`src/rtl/tmr_cmd_pkg.sv`:
```
// Shared constants and types for the timer register front end.
// Assumes a 16-bit count carried over an 8-bit bus in two bytes.
package tmr_cmd_pkg;
    localparam int N_CH = 3;
    localparam int BW   = 8;
    localparam int CW   = 2 * BW;
    localparam int MW   = 3;

    localparam logic [1:0] ADDR_CMD = 2'd3;

    localparam logic [3:0] OP_GROUP_CNT  = 4'hD;
    localparam logic [3:0] OP_GROUP_STAT = 4'hE;
    localparam logic [3:0] OP_FIRST_FREE = 4'hC;

    typedef enum logic [1:0] {
        ACC_NONE = 2'b00,
        ACC_HI   = 2'b01,
        ACC_LO   = 2'b10,
        ACC_BOTH = 2'b11
    } acc_e;
endpackage

```
`src/rtl/tmr_cmd_decode.sv`:
```
// Command byte decoder. Turns one command-port write into per-channel
// requests: freeze count, freeze status or reprogram. Purely combinational;
// assumes at most one command write per cycle.
module tmr_cmd_decode
    import tmr_cmd_pkg::*;
(
    input  logic              cmd_wr,
    input  logic [BW-1:0]     cmd_byte,
    output logic [N_CH-1:0]   lat_cnt,
    output logic [N_CH-1:0]   lat_st,
    output logic [N_CH-1:0]   prog,
    output acc_e              prog_acc,
    output logic [MW-1:0]     prog_mode,
    output logic              prog_bcd
);
    logic [3:0] op;

    assign op        = cmd_byte[7:4];
    assign prog_mode = cmd_byte[3:1];
    assign prog_bcd  = cmd_byte[0];

    // Access code implied by the low two command bits.
    always_comb begin
        case (op[1:0])
            2'd1:    prog_acc = ACC_LO;
            2'd2:    prog_acc = ACC_HI;
            2'd3:    prog_acc = ACC_BOTH;
            default: prog_acc = ACC_NONE;
        endcase
    end

    // Per-channel request fan-out.
    always_comb begin
        lat_cnt = '0;
        lat_st  = '0;
        prog    = '0;
        if (cmd_wr) begin
            for (int n = 0; n < N_CH; n++) begin
                if (op < OP_FIRST_FREE && op[3:2] == 2'(n)) begin
                    if (op[1:0] == 2'd0) lat_cnt[n] = 1'b1;
                    else                 prog[n]    = 1'b1;
                end
                if (op == OP_GROUP_CNT  && cmd_byte[1+n]) lat_cnt[n] = 1'b1;
                if (op == OP_GROUP_STAT && cmd_byte[1+n]) lat_st[n]  = 1'b1;
            end
        end
    end
endmodule

```
`src/rtl/tmr_chan_port.sv`:
```
// One channel's data port: access mode, write assembly, count and status
// freeze registers and read byte selection. Assumes read and write
// strobes are already qualified by this channel's address.
module tmr_chan_port
    import tmr_cmd_pkg::*;
(
    input  logic             clk,
    input  logic             rst_n,
    input  logic             wr_stb,
    input  logic             rd_stb,
    input  logic [BW-1:0]    wdata,
    input  logic             lat_cnt,
    input  logic             lat_st,
    input  logic             prog,
    input  acc_e             prog_acc,
    input  logic [MW-1:0]    prog_mode,
    input  logic             prog_bcd,
    input  logic [CW-1:0]    cnt_in,
    input  logic             out_in,
    input  logic             loaded_in,
    output logic [BW-1:0]    rdata,
    output logic [CW-1:0]    load_val,
    output logic             load_stb,
    output logic [MW-1:0]    mode,
    output logic             bcd,
    output acc_e             acc,
    output logic             cnt_held
);
    logic [CW-1:0] cnt_frz;
    logic [BW-1:0] st_frz;
    logic          st_held;
    logic [BW-1:0] lo_keep;
    logic          wr_ptr;
    logic          rd_ptr;
    logic [CW-1:0] cnt_src;
    logic [BW-1:0] st_now;

    assign st_now  = {out_in, loaded_in, acc, mode, bcd};
    assign cnt_src = cnt_held ? cnt_frz : cnt_in;

    // Read byte: frozen status first, then the selected count byte.
    always_comb begin
        if (st_held) begin
            rdata = st_frz;
        end else begin
            case (acc)
                ACC_HI:   rdata = cnt_src[CW-1:BW];
                ACC_BOTH: rdata = rd_ptr ? cnt_src[CW-1:BW] : cnt_src[BW-1:0];
                default:  rdata = cnt_src[BW-1:0];
            endcase
        end
    end

    // Configuration, pointers, freeze registers and load assembly.
    always_ff @(posedge clk) begin
        if (!rst_n) begin
            acc      <= ACC_BOTH;
            mode     <= '0;
            bcd      <= 1'b0;
            cnt_frz  <= '0;
            cnt_held <= 1'b0;
            st_frz   <= '0;
            st_held  <= 1'b0;
            lo_keep  <= '0;
            wr_ptr   <= 1'b0;
            rd_ptr   <= 1'b0;
            load_val <= '0;
            load_stb <= 1'b0;
        end else begin
            load_stb <= 1'b0;
            if (rd_stb) begin
                if (st_held) begin
                    st_held <= 1'b0;
                end else if (acc == ACC_BOTH) begin
                    rd_ptr <= ~rd_ptr;
                    if (rd_ptr) cnt_held <= 1'b0;
                end else begin
                    cnt_held <= 1'b0;
                end
            end
            if (wr_stb) begin
                case (acc)
                    ACC_LO: begin
                        load_val <= {{BW{1'b0}}, wdata};
                        load_stb <= 1'b1;
                    end
                    ACC_HI: begin
                        load_val <= {wdata, {BW{1'b0}}};
                        load_stb <= 1'b1;
                    end
                    ACC_BOTH: begin
                        if (!wr_ptr) begin
                            lo_keep <= wdata;
                            wr_ptr  <= 1'b1;
                        end else begin
                            load_val <= {wdata, lo_keep};
                            load_stb <= 1'b1;
                            wr_ptr   <= 1'b0;
                        end
                    end
                    default: ;
                endcase
            end
            if (lat_cnt && !cnt_held) begin
                cnt_frz  <= cnt_in;
                cnt_held <= 1'b1;
            end
            if (lat_st && !st_held) begin
                st_frz  <= st_now;
                st_held <= 1'b1;
            end
            if (prog) begin
                acc      <= prog_acc;
                mode     <= prog_mode;
                bcd      <= prog_bcd;
                cnt_held <= 1'b0;
                st_held  <= 1'b0;
                wr_ptr   <= 1'b0;
                rd_ptr   <= 1'b0;
            end
        end
    end
endmodule

```
`src/rtl/tmr_cmd_frontend.sv`:
```
// Top of the timer register front end: address decode, command decoder
// and one data-port slice per channel. Assumes single-cycle bus strobes.
module tmr_cmd_frontend
    import tmr_cmd_pkg::*;
(
    input  logic               clk,
    input  logic               rst_n,
    input  logic [1:0]         bus_addr,
    input  logic               bus_wr,
    input  logic               bus_rd,
    input  logic [BW-1:0]      bus_wdata,
    output logic [BW-1:0]      bus_rdata,
    input  logic [N_CH*CW-1:0] ch_count,
    input  logic [N_CH-1:0]    ch_out,
    input  logic [N_CH-1:0]    ch_loaded,
    output logic [N_CH*CW-1:0] ch_load_val,
    output logic [N_CH-1:0]    ch_load_stb,
    output logic [N_CH*MW-1:0] ch_mode,
    output logic [N_CH-1:0]    ch_bcd
);
    logic [N_CH-1:0]   lat_cnt;
    logic [N_CH-1:0]   lat_st;
    logic [N_CH-1:0]   prog_vec;
    acc_e              prog_acc;
    logic [MW-1:0]     prog_mode;
    logic              prog_bcd;
    logic [BW-1:0]     port_rd [N_CH];
    logic [2*N_CH-1:0] acc_vec;
    logic [N_CH-1:0]   held_vec;

    tmr_cmd_decode u_dec (
        .cmd_wr    (bus_wr && bus_addr == ADDR_CMD),
        .cmd_byte  (bus_wdata),
        .lat_cnt   (lat_cnt),
        .lat_st    (lat_st),
        .prog      (prog_vec),
        .prog_acc  (prog_acc),
        .prog_mode (prog_mode),
        .prog_bcd  (prog_bcd)
    );

    for (genvar n = 0; n < N_CH; n++) begin : g_ch
        acc_e acc_n;
        tmr_chan_port u_port (
            .clk       (clk),
            .rst_n     (rst_n),
            .wr_stb    (bus_wr && bus_addr == 2'(n)),
            .rd_stb    (bus_rd && bus_addr == 2'(n)),
            .wdata     (bus_wdata),
            .lat_cnt   (lat_cnt[n]),
            .lat_st    (lat_st[n]),
            .prog      (prog_vec[n]),
            .prog_acc  (prog_acc),
            .prog_mode (prog_mode),
            .prog_bcd  (prog_bcd),
            .cnt_in    (ch_count[n*CW +: CW]),
            .out_in    (ch_out[n]),
            .loaded_in (ch_loaded[n]),
            .rdata     (port_rd[n]),
            .load_val  (ch_load_val[n*CW +: CW]),
            .load_stb  (ch_load_stb[n]),
            .mode      (ch_mode[n*MW +: MW]),
            .bcd       (ch_bcd[n]),
            .acc       (acc_n),
            .cnt_held  (held_vec[n])
        );
        assign acc_vec[2*n +: 2] = acc_n;
    end

    // Read data from the addressed data port; the command port reads zero.
    always_comb begin
        bus_rdata = '0;
        for (int n = 0; n < N_CH; n++)
            if (bus_addr == 2'(n)) bus_rdata = port_rd[n];
    end
endmodule

```
`config.mk`:
```
export PLATFORM = sky130hd
export DESIGN_NAME = tmr_cmd_frontend
export DESIGN_NICKNAME = d
export VERILOG_FILES = /design/src/rtl/tmr_cmd_pkg.sv /design/src/rtl/tmr_cmd_decode.sv /design/src/rtl/tmr_chan_port.sv /design/src/rtl/tmr_cmd_frontend.sv
export SDC_FILE = /design/constraint.sdc
export NUM_CORES = 1
export LEC_CHECK = 0
export BUFFER_PORTS_ARGS = -buffer_cell sky130_fd_sc_hd__buf_4
export CAP_MARGIN = 0
export CORE_ASPECT_RATIO = 1.5
export CORE_MARGIN = 3
export CORE_UTILIZATION = 45
export CTS_BUF_LIST = sky130_fd_sc_hd__clkbuf_16
export CTS_CLUSTER_SIZE = 8
export DETAILED_ROUTE_END_ITERATION = 8
export GPL_TIMING_DRIVEN = 0
export PLACE_DENSITY_LB_ADDON = 0.2
export SYNTH_ARGS = -nofsm -noshare
export SYNTH_HDL_FRONTEND = slang
export SYNTH_SLANG_ARGS = --single-unit
```
`constraint.sdc`:
```
create_clock -name clk -period 2.2 [get_ports clk]
set_input_delay 0.44 -clock clk [delete_from_list [all_inputs] [get_ports clk]]
set_output_delay 0.44 -clock clk [all_outputs]
set_load 0.05 [all_outputs]
```
==> results of run 1 <==
[worst max-delay path by stage]
| stage | endpoint | cells after the start |
|---|---|---|
| 6_report | bus_rdata[3] | 7 |
| 2_1_floorplan | bus_rdata[6] | 7 |
| 5_1_grt | bus_rdata[2] | 7 |
| 3_3_place_gp | bus_rdata[3] | 7 |
| 3_5_place_dp | bus_rdata[3] | 7 |
| 4_1_cts | bus_rdata[4] | 8 |
[per-layer routing]
layer  part of all wire (%)  up-vias  wire length [µm]
met1                     41     3443             10400
li1                       -     3518                 -
met4                    2.8        0               720
met5                      0        -                 0
met3                    5.6       49              1410
met2                     50      208             12800
[power by group]
part | leakage (nW) | switching (mW) | internal [mW]
Combinational | 2.62 | 0.532 | 0.382
Clock | 0.290 | 1.26 | 1.76
Sequential | 1.43 | 0.0302 | 3.24
Total | 4.33 | 1.82 | 5.38
[sequential cells by signal, indices dropped and copies added (netlist names)]
name	flops
g_ch.u_port.mode	9
g_ch.u_port.st_held	3
g_ch.u_port.cnt_held	3
g_ch.u_port.lo_keep	24
g_ch.u_port.cnt_frz	48
g_ch.u_port.bcd	3
g_ch.u_port.st_frz	24
g_ch.u_port.acc	6
g_ch.u_port.rd_ptr	3
g_ch.u_port.wr_ptr	3
g_ch.u_port.load_val	48
g_ch.u_port.load_stb	3
[synthesized netlist by cell type (2+ instances only)]
master	instances	area, µm²
or2_2	4	25.0
and2_1	3	18.8
a2111oi_4	2	55.1
o21ai_0	16	80.1
mux2_2	5	56.3
nand3b_1	4	30.0
nor2b_1	102	638
mux2i_1	150	1500
clkbuf_1	53	199
buf_6	2	22.5
buf_1	6	22.5
a21boi_0	33	248
o221ai_1	24	210
nand4_1	4	25.0
nor3_1	2	10.0
xor2_1	4	35.0
buf_2	12	60.1
nor3b_1	17	128
dfxtp_1	177	3540
nor4b_1	5	43.8
nand3_1	44	220
o22ai_1	6	37.5
o211ai_1	6	45.0
o211a_1	24	240
inv_1	22	82.6
nand2b_1	15	93.8
buf_4	6	45.0
o311ai_0	2	17.5
a21oi_1	35	175
nor2_1	16	60.1
ha_1	10	125
a32oi_1	7	61.3
nand2_1	67	251
[worst max-delay path, cell delays in order, from the launching register on]
cell      delay (ns)
dfxtp_2         0.34
buf_6           0.12
ha_4            0.16
mux2_4          0.41
o221ai_4        0.22
a32oi_2         0.18
o22ai_2         0.24
buf_6           0.19
[area by class of cell]
| class | count | share of cell area [%] |
|---|---|---|
| inverter | 22 | 0.741 |
| timing repair buffer | 147 | 10.3 |
| clock buffer | 17 | 3.82 |
| clock inverter | 15 | 1.38 |
| sequential | 177 | 31.9 |
| multi-input combinational | 620 | 45.2 |
| buffer | 78 | 3.78 |
| tap | 252 | 2.83 |
[cells by family (layout without fill, tap and decap cells)]
| kind of cell | Yosys count | in the layout | synth area share (%) |
|---|---|---|---|
| and+or+nand+nor | 290 | 290 | 18.9 |
| DFF | 177 | 177 | 41.5 |
| AOI/OAI and AO/OA | 161 | 161 | 14.3 |
| muxes | 155 | 155 | 18.2 |
| buffers and inverters | 103 | 279 | 5.28 |
| adders and majority gates | 10 | 10 | 1.46 |
| xor gates and xnor gates | 4 | 4 | 0.410 |
[repair_timing]
action | CTS | global route
buffers inserted | 10 | 3
resized for setup | 85 | 37
hold endpoints to repair | 0 | 0
pin swaps | 18 | 16
endpoints found under the setup margin | 65 | 68
==> qor.yml, run 1 <==
power:
  max-vdd-ir-drop_mv: 0.401
  power_per_cell_area_mw_per_mm2: 646
  leakage_nw: 4.33
  total_power_mw: 7.20
sta:
  tightest_slew_ns: 0.910
  slew_violations: 0
  maxClockFrequency_ghz: 0.367
  finalHoldViolCount: 0
  timing.setup.tns_ns: -4.05
  final.setup.worst_slack_ns: -0.528
  final-setup-viol-count: 8
  timing.final.crit_share_pct: 124
  worst_slew_margin_rel_pct: 39.3
  holdWs_ns: 0.269
  finClkSkew_ns: 0.00890
  rsz_0062_raised_after_global_routing: "yes"
  finalCriticalPeriod_ns: 2.73
clock_tree:
  ctsRootBufferMaster: "clkbuf_16"
  cts_max_path_buffers: 2
  path_clk_slew_ns: 0.07
  clk_latency_ns: 0.44
  cts_made_buffers: 17
  tritoncts: "built"
  cts.htree.levels: 4
  cts_hold_repair.buffers: 0
  cts_num_sinks: 177
synthesis:
  seq_cells_post_synth: 177
  number_of_enable_type_register_cells_in_the_synthesized_netlist: 0
  synth.lib_cells_used.distinct: 48
  share_of_the_yosys_chip_area_belonging_to_registers_pct: 41.5
  post_synth_inst_count: 900
  avgSynthCellArea_um2: 9.50
  warnings_from_yosys: 0
  postSynthNetCount: 978
  synth-main-ff-cell: "dfxtp_1"
  asyncSetResetFlopFracSynth_pct: 0
  synth.cell_area_mm2: 0.00855
routing:
  detailedRoute.firstPassIterationCount: 5
  routedWlPerCell_um: 19.1
  route.antenna.remaining_nets: 0
  vias: 7218
  finalWirelength_mm: 25.4
  route.detailed.drc: 0
  initialDrtViolationCount: 430
  avgViaCountPerCell: 5.44
worst_setup_path:
  ff2ff_path_depth: 10
  worst-endpoint-required_ns: 1.76
  cp_data_arrival_time_ns: 2.29
  regToRegSetupSlack_ns: 0.08
  critPathKind: "flop to output port"
  setup.worst_path.end_class: "output port"
  maximum_net_fanout_on_the_critical_path: 8
  critPathLaunchType: "flop"
  rr_endpoint: "g_ch[1].u_port.load_val[0]"
  critPathLaunch: "g_ch[1].u_port.acc[1]"
  worst_r2r_startpoint: "g_ch[1].u_port.acc[1]"
layout:
  filler_cell_count: 1699
  multiInputGateArea_mm2: 0.00503
  postLayoutCoreUtil_pct: 59.8
  final_design_instance_area_without_fill_mm2: 0.0111
  synthToLayoutAreaGrowth_pct: 30.3
  layout.cells.most_common: "dfxtp_1"
  final_layout_size_suffix_gt1_share_pct: 27.0
  final_cell_mix: "dfxtp_1, buf_4, mux2i_1, nor2b_1, nand2_1"
  final_net_count: 1141
  antenna_diode_count: 0
  area_taken_by_flip_flops_and_latches_mm2: 0.00356
  instances_no_fill: 1328
floorplan:
  std_cell_rows: 61
  overall_die_width_um: 119
  start_util_pct: 45.9
  num_io_pins: 139
  die_ht_um: 175
  die_area_mm2: 0.0207
  core_region_area_mm2: 0.0186
global_route:
  vias_in_the_first_global_route: 7122
  met3_routing_resource_usage_after_global_routing_pct: 4.95
  grt_pass1_wl_mm: 39.4
  global_route_met1_utilization_pct: 29.1
  initial_antenna_violation_count: 0
  grt_most_used_layer: "met2"
  globalRouteOverflowTotal: 0
  grt_use_met2_pct: 42.2
  grt.total_usage_pct: 24.2
  grt_start_max_net_pins: 17
min_path:
  min_to: "g_ch[1].u_port.cnt_frz[2]"
  hold_depth: 3
  hold_path.class: "input port to flop"
  holdCritStartpoint: "ch_count[18]"
placed_design:
  port-buffer-count: 134
  cell_area_after_placement_mm2: 0.00999
  setup_slack_at_placement_ns: -0.757
  place.detailed.hpwl_mm: 18.3
  finalWeightedCongestion: 0.869
  place_inst: 1286
status:
  status: "complete, but fails checks"
  violations_in_the_final_reports: "negative setup slack"
run:
  cap_viol_max_count: 0
Note: power is estimated with default switching activity, not from simulation.
==> run 2, diff against run 1 <==
--- a/config.mk
+++ b/config.mk
@@ -5,6 +5,7 @@
 export SDC_FILE = /design/constraint.sdc
 export NUM_CORES = 1
 export LEC_CHECK = 0
+export ABC_AREA = 1
 export BUFFER_PORTS_ARGS = -buffer_cell sky130_fd_sc_hd__buf_4
 export CAP_MARGIN = 0
 export CORE_ASPECT_RATIO = 1.5
==> run 2 against run 1 <==
The flow still finishes with violations (negative setup slack). Non-clock buffer count is 5 higher. Final cell count is 34% higher. Sequential power hardly changed. Total power is 2.9% higher. Via count increased by 28%. Routed wire length is 10% higher. Worst hold slack worse by 0.014 ns. Sequential share of layout area down 0.23 points. Die area up 4.1%. Critical endpoint is now bus_rdata[2]. Largest power group unchanged.
==> qor.yml, run 2 <==
layout:
  final_layout_size_suffix_gt1_share_pct: 20.8
  biggestRegsByFlops: "g_ch.u_port.cnt_frz: 48 flops, g_ch.u_port.load_val: 48 flops"
  layout.cells.most_common: "nand2_1"
  synthToLayoutAreaGrowth_pct: 26.0
  antenna_diode_count: 0
  area_taken_by_flip_flops_and_latches_mm2: 0.00356
  postLayoutCoreUtil_pct: 58.1
  final_net_count: 1588
  instances_no_fill: 1778
  filler_cell_count: 1897
  multiInputGateArea_mm2: 0.00470
  final_cell_mix: "nand2_1, nor2_1, dfxtp_1, buf_4, a21oi_1"
  final_design_instance_area_without_fill_mm2: 0.0112
sta:
  finClkSkew_ns: 0.00936
  rsz_0062_raised_after_global_routing: "yes"
  timing.final.crit_share_pct: 107
  maxClockFrequency_ghz: 0.426
  slew_violations: 0
  worst_slew_margin_rel_pct: 50.1
  finalHoldViolCount: 0
  timing.setup.tns_ns: -0.864
  tightest_slew_ns: 0.748
  finalCriticalPeriod_ns: 2.35
  final-setup-viol-count: 8
  final.setup.worst_slack_ns: -0.146
routing:
  route.detailed.drc: 0
  route.antenna.remaining_nets: 0
  finalWirelength_mm: 28.0
  avgViaCountPerCell: 5.21
  routedWlPerCell_um: 15.8
  vias: 9270
  initialDrtViolationCount: 822
  detailedRoute.firstPassIterationCount: 6
clock_tree:
  cts_max_path_buffers: 2
  tritoncts: "built"
  cts.htree.levels: 4
  clk_latency_ns: 0.43
  ctsRootBufferMaster: "clkbuf_16"
  cts_made_buffers: 17
  path_clk_slew_ns: 0.06
  cts_num_sinks: 177
synthesis:
  synth.lib_cells_used.distinct: 31
  post_synth_inst_count: 1351
  seq_cells_post_synth: 177
  asyncSetResetFlopFracSynth_pct: 0
  share_of_the_yosys_chip_area_belonging_to_registers_pct: 39.7
  synth.cell_area_mm2: 0.00891
  postSynthNetCount: 1429
  post-synth-top-area-cell: "dfxtp_1"
  number_of_enable_type_register_cells_in_the_synthesized_netlist: 0
  avgSynthCellArea_um2: 6.60
  synth_most_common_cell: "nand2_1"
  warnings_from_yosys: 0
  post-synth-top-area-fraction_pct: 39.7
  netlist_top_cells_area: "dfxtp_1, nand2_1, a21oi_1, nor2_1, nand3_1"
  synth-main-ff-cell: "dfxtp_1"
  most_frequent_cells_after_synthesis: "nand2_1, nor2_1, dfxtp_1, a21oi_1, nand3_1"
worst_setup_path:
  cp_data_arrival_time_ns: 1.91
  critPathKind: "flop to output port"
  regToRegSetupSlack_ns: 0.15
  setup.worst_path.end_class: "output port"
  critPathLaunchType: "flop"
  worst-endpoint-required_ns: 1.76
  maximum_net_fanout_on_the_critical_path: 10
power:
  max-vdd-ir-drop_mv: 0.376
  power_per_cell_area_mw_per_mm2: 660
  leakage_nw: 5.15
min_path:
  hold_path.class: "input port to flop"
global_route:
  grt_pass1_wl_mm: 43.7
  grt_start_max_net_pins: 17
  globalRouteOverflowTotal: 0
  vias_in_the_first_global_route: 8548
  initial_antenna_violation_count: 0
  grt.total_usage_pct: 25.7
floorplan:
  std_cell_rows: 62
  die_ht_um: 178
  overall_die_width_um: 121
  num_io_pins: 139
  start_util_pct: 46.2
  die_area_mm2: 0.0216
  core_region_area_mm2: 0.0193
placed_design:
  place_inst: 1742
  port-buffer-count: 135
  cell_area_after_placement_mm2: 0.0102
  finalWeightedCongestion: 0.913
  place.detailed.hpwl_mm: 20.7
run:
  cap_viol_max_count: 0
status:
  violations_in_the_final_reports: "negative setup slack"
  status: "complete, but fails checks"
## run 2: final timing paths
check | startpoint | to | cells past startpoint
worst max-delay path | g_ch[2].u_port.cnt_held | bus_rdata[2] | 8
worst min-delay path | ch_count[14] | g_ch[0].u_port.cnt_frz[14] | 3
worst max register to register | g_ch[0].u_port.acc[0] | g_ch[0].u_port.load_val[14] | 11
worst min register to register | g_ch[1].u_port.lo_keep[4] | g_ch[1].u_port.lo_keep[4] | 2
## run 2: cell families after synthesis
family,share of synthesized area (%)
AND/OR/NAND/NOR,33.5
AO/OA/AOI/OAI,15.3
buffers and inverters,10.0
flip-flops,39.7
adder cells (fa/ha/maj),1.40
## run 2: stage by stage
| stage | power, mW | hold slack [ns] | setup slack [ns] |
|---|---|---|---|
| floorplan | 3.99 | 0.429 | 0.115 |
| global placement | 4.34 | 0.438 | -0.233 |
| detailed placement | 4.35 | 0.446 | -0.237 |
| CTS | 7.41 | 0.254 | -0.157 |
| global route | 7.66 | 0.270 | -0.221 |
| finish | 7.41 | 0.255 | -0.146 |
## run 2: repair_timing
item                       in CTS  in global routing
pin swaps                      13                 11
setup endpoints to repair      32                 25
hold buffers                    0                  0
resized for setup              77                 41
setup buffers                   6                  1
## run 2: final cells by class
type,instances,area share [%]
multi-input combinational,973,41.9
buffer,88,4.62
timing repair buffer,142,10.0
inverter,111,3.82
sequential,177,31.7
clock buffer,17,3.79
tap,256,2.85
clock inverter,14,1.35
## run 2: power breakdown
group / switching (mW) / internal (mW)
registers: 0.0316 / 3.26
logic: 0.702 / 0.379
clock network: 1.28 / 1.76
total: 2.01 / 5.40
## run 2: critical path: stages, from the launching register on
cell and delay [ns]:
dfxtp_1 0.31, buf_6 0.13, buf_4 0.17, o21ai_0 0.29
nand2_1 0.11, nand3_1 0.11, nand2_1 0.10, nand3_4 0.10
buf_8 0.15
## run 2: metal layers
metal / global-route usage (%) / wire (µm) / vias to the layer above
li1: - / - / 4652
met1: 30.9 / 11300 / 4243
met2: 45.3 / 14100 / 314
met3: 3.93 / 1620 / 61
met4: 10.9 / 1020 / 0
met5: 0 / 0 / -
==> run 3, diff against run 2 <==
--- a/config.mk
+++ b/config.mk
@@ -9,12 +9,12 @@
 export BUFFER_PORTS_ARGS = -buffer_cell sky130_fd_sc_hd__buf_4
 export CAP_MARGIN = 0
 export CORE_ASPECT_RATIO = 1.5
-export CORE_MARGIN = 3
 export CORE_UTILIZATION = 45
 export CTS_BUF_LIST = sky130_fd_sc_hd__clkbuf_16
 export CTS_CLUSTER_SIZE = 8
 export DETAILED_ROUTE_END_ITERATION = 8
 export GPL_TIMING_DRIVEN = 0
+export MAX_ROUTING_LAYER = met4
 export PLACE_DENSITY_LB_ADDON = 0.2
 export SYNTH_ARGS = -nofsm -noshare
 export SYNTH_HDL_FRONTEND = slang
==> run 3 against run 2 <==
The flow still finishes with violations (negative setup slack). Total power shrank 2.6%. Design area is 0.61% lower. Combinational power is essentially flat. Clock-buffer cell count is the same. Critical path depth rose by 1. First-iteration DRC count increased by 4.9%. Clock skew rose by 0.00066 ns. Sequential share of layout area is 0.22 points higher. Via count increased by 0.50%. Clock power shrank 6%. Register-to-register slack better by 0.02 ns.
==> qor.yml, run 3 (synthesis gave the netlist of run 2 again) <==
layout:
  filler_cell_count: 1893
  instances_no_fill: 1778
  multiInputGateArea_mm2: 0.00468
  layout.cells.most_common: "nand2_1"
  synthToLayoutAreaGrowth_pct: 25.2
  postLayoutCoreUtil_pct: 57.8
  antenna_diode_count: 0
  final_net_count: 1587
  final_design_instance_area_without_fill_mm2: 0.0112
  final_layout_size_suffix_gt1_share_pct: 20.6
  area_taken_by_flip_flops_and_latches_mm2: 0.00356
  final_cell_mix: "nand2_1, nor2_1, dfxtp_1, buf_4, a21oi_1"
  biggestRegsByFlops: "g_ch.u_port.cnt_frz: 48 flops, g_ch.u_port.load_val: 48 flops"
global_route:
  grt_pass1_wl_mm: 43.7
  initial_antenna_violation_count: 0
  vias_in_the_first_global_route: 8634
  grt.total_usage_pct: 28.5
  grt_start_max_net_pins: 17
  globalRouteOverflowTotal: 0
floorplan:
  core_region_area_mm2: 0.0193
  die_ht_um: 174
  start_util_pct: 46.2
  overall_die_width_um: 117
  die_area_mm2: 0.0204
  num_io_pins: 139
  std_cell_rows: 62
sta:
  worst_slew_margin_rel_pct: 51.1
  timing.setup.tns_ns: -0.718
  maxClockFrequency_ghz: 0.432
  finClkSkew_ns: 0.0100
  final-setup-viol-count: 8
  timing.final.crit_share_pct: 105
  slew_violations: 0
  finalCriticalPeriod_ns: 2.32
  finalHoldViolCount: 0
  tightest_slew_ns: 0.733
  rsz_0062_raised_after_global_routing: "yes"
  final.setup.worst_slack_ns: -0.117
status:
  status: "complete, but fails checks"
  violations_in_the_final_reports: "negative setup slack"
worst_setup_path:
  critPathKind: "flop to output port"
  regToRegSetupSlack_ns: 0.17
  critPathLaunchType: "flop"
  ff2ff_path_depth: 9
  rr_endpoint: "g_ch[1].u_port.load_val[6]"
  maximum_net_fanout_on_the_critical_path: 8
  worst_r2r_startpoint: "g_ch[1].u_port.acc[0]"
  cp_data_arrival_time_ns: 1.88
  setup.worst_path.end_class: "output port"
  worst-endpoint-required_ns: 1.76
clock_tree:
  cts_num_sinks: 177
  cts.htree.levels: 4
  ctsRootBufferMaster: "clkbuf_16"
  clk_latency_ns: 0.43
  cts_hold_repair.buffers: 0
  cts_max_path_buffers: 2
  path_clk_slew_ns: 0.07
  tritoncts: "built"
  cts_made_buffers: 17
run:
  cap_viol_max_count: 0
routing:
  initialDrtViolationCount: 862
  routedWlPerCell_um: 15.6
  avgViaCountPerCell: 5.24
  route.detailed.drc: 0
  route.antenna.remaining_nets: 0
  detailedRoute.firstPassIterationCount: 5
  finalWirelength_mm: 27.7
  vias: 9316
placed_design:
  finalWeightedCongestion: 0.940
  port-buffer-count: 135
  place_inst: 1742
  place.detailed.hpwl_mm: 20.5
  cell_area_after_placement_mm2: 0.0102
power:
  total_power_mw: 7.22
  leakage_nw: 5.11
  power_per_cell_area_mw_per_mm2: 647
  max-vdd-ir-drop_mv: 0.533
min_path:
  holdCritStartpoint: "ch_count[14]"
  hold_depth: 3
  min_to: "g_ch[0].u_port.cnt_frz[14]"
  hold_path.class: "input port to flop"
[run 3: per-layer routing]
metal	track usage (%)	up-vias	wire, µm
met3	3.87	76	1300
met4	13.7	0	1330
met1	33.4	4298	11400
met2	47.4	286	13700
met5	-	-	0
li1	-	4656	-
[run 3: area by class of cell]
| cell class | instances | share of cell area (%) |
|---|---|---|
| tap | 256 | 2.87 |
| multi-input combinational | 973 | 41.9 |
| buffer | 87 | 4.55 |
| sequential | 177 | 31.9 |
| timing repair buffer | 142 | 10.1 |
| clock buffer | 17 | 3.81 |
| clock inverter | 15 | 1.08 |
| inverter | 111 | 3.79 |
[run 3: how the worst max path moves through the flow]
| stage | from | end | slack, ns | cells past startpoint |
|---|---|---|---|---|
| floorplan | g_ch[2].u_port.acc[0] | bus_rdata[0] | 0.12 | 8 |
| global placement | g_ch[2].u_port.acc[1] | bus_rdata[0] | -0.21 | 9 |
| global route | g_ch[1].u_port.acc[1] | bus_rdata[7] | -0.19 | 9 |
| CTS | g_ch[1].u_port.acc[1] | bus_rdata[3] | -0.13 | 9 |
| detailed placement | g_ch[2].u_port.acc[0] | bus_rdata[6] | -0.20 | 9 |
| finish | g_ch[1].u_port.acc[1] | bus_rdata[7] | -0.12 | 9 |
[run 3: timing repair]
item,in CTS,in global routing
setup buffers,6,1
gates cloned,0,0
gates resized for setup,79,33
pin swaps,12,7
setup endpoints to repair,33,38
[run 3: where the power goes]
group	switching [mW]	internal, mW
clock	1.30	1.55
combinational	0.698	0.377
sequential	0.0319	3.26
total	2.03	5.18
[run 3: critical path, cell delays in order (launching register included)]
cell	delay, ns
dfxtp_4	0.37
ha_4	0.15
inv_4	0.04
buf_8	0.11
o21ai_4	0.26
nand2_1	0.09
nand3_1	0.09
nand2_1	0.08
nand3_2	0.11
buf_8	0.15
[run 3: metrics by stage]
step | worst slack (ns) | hold WS, ns
after floorplan | 0.115 | 0.429
after global placement | -0.207 | 0.438
after detailed placement | -0.199 | 0.443
after CTS | -0.135 | 0.251
after global routing | -0.192 | 0.265
final | -0.117 | 0.261
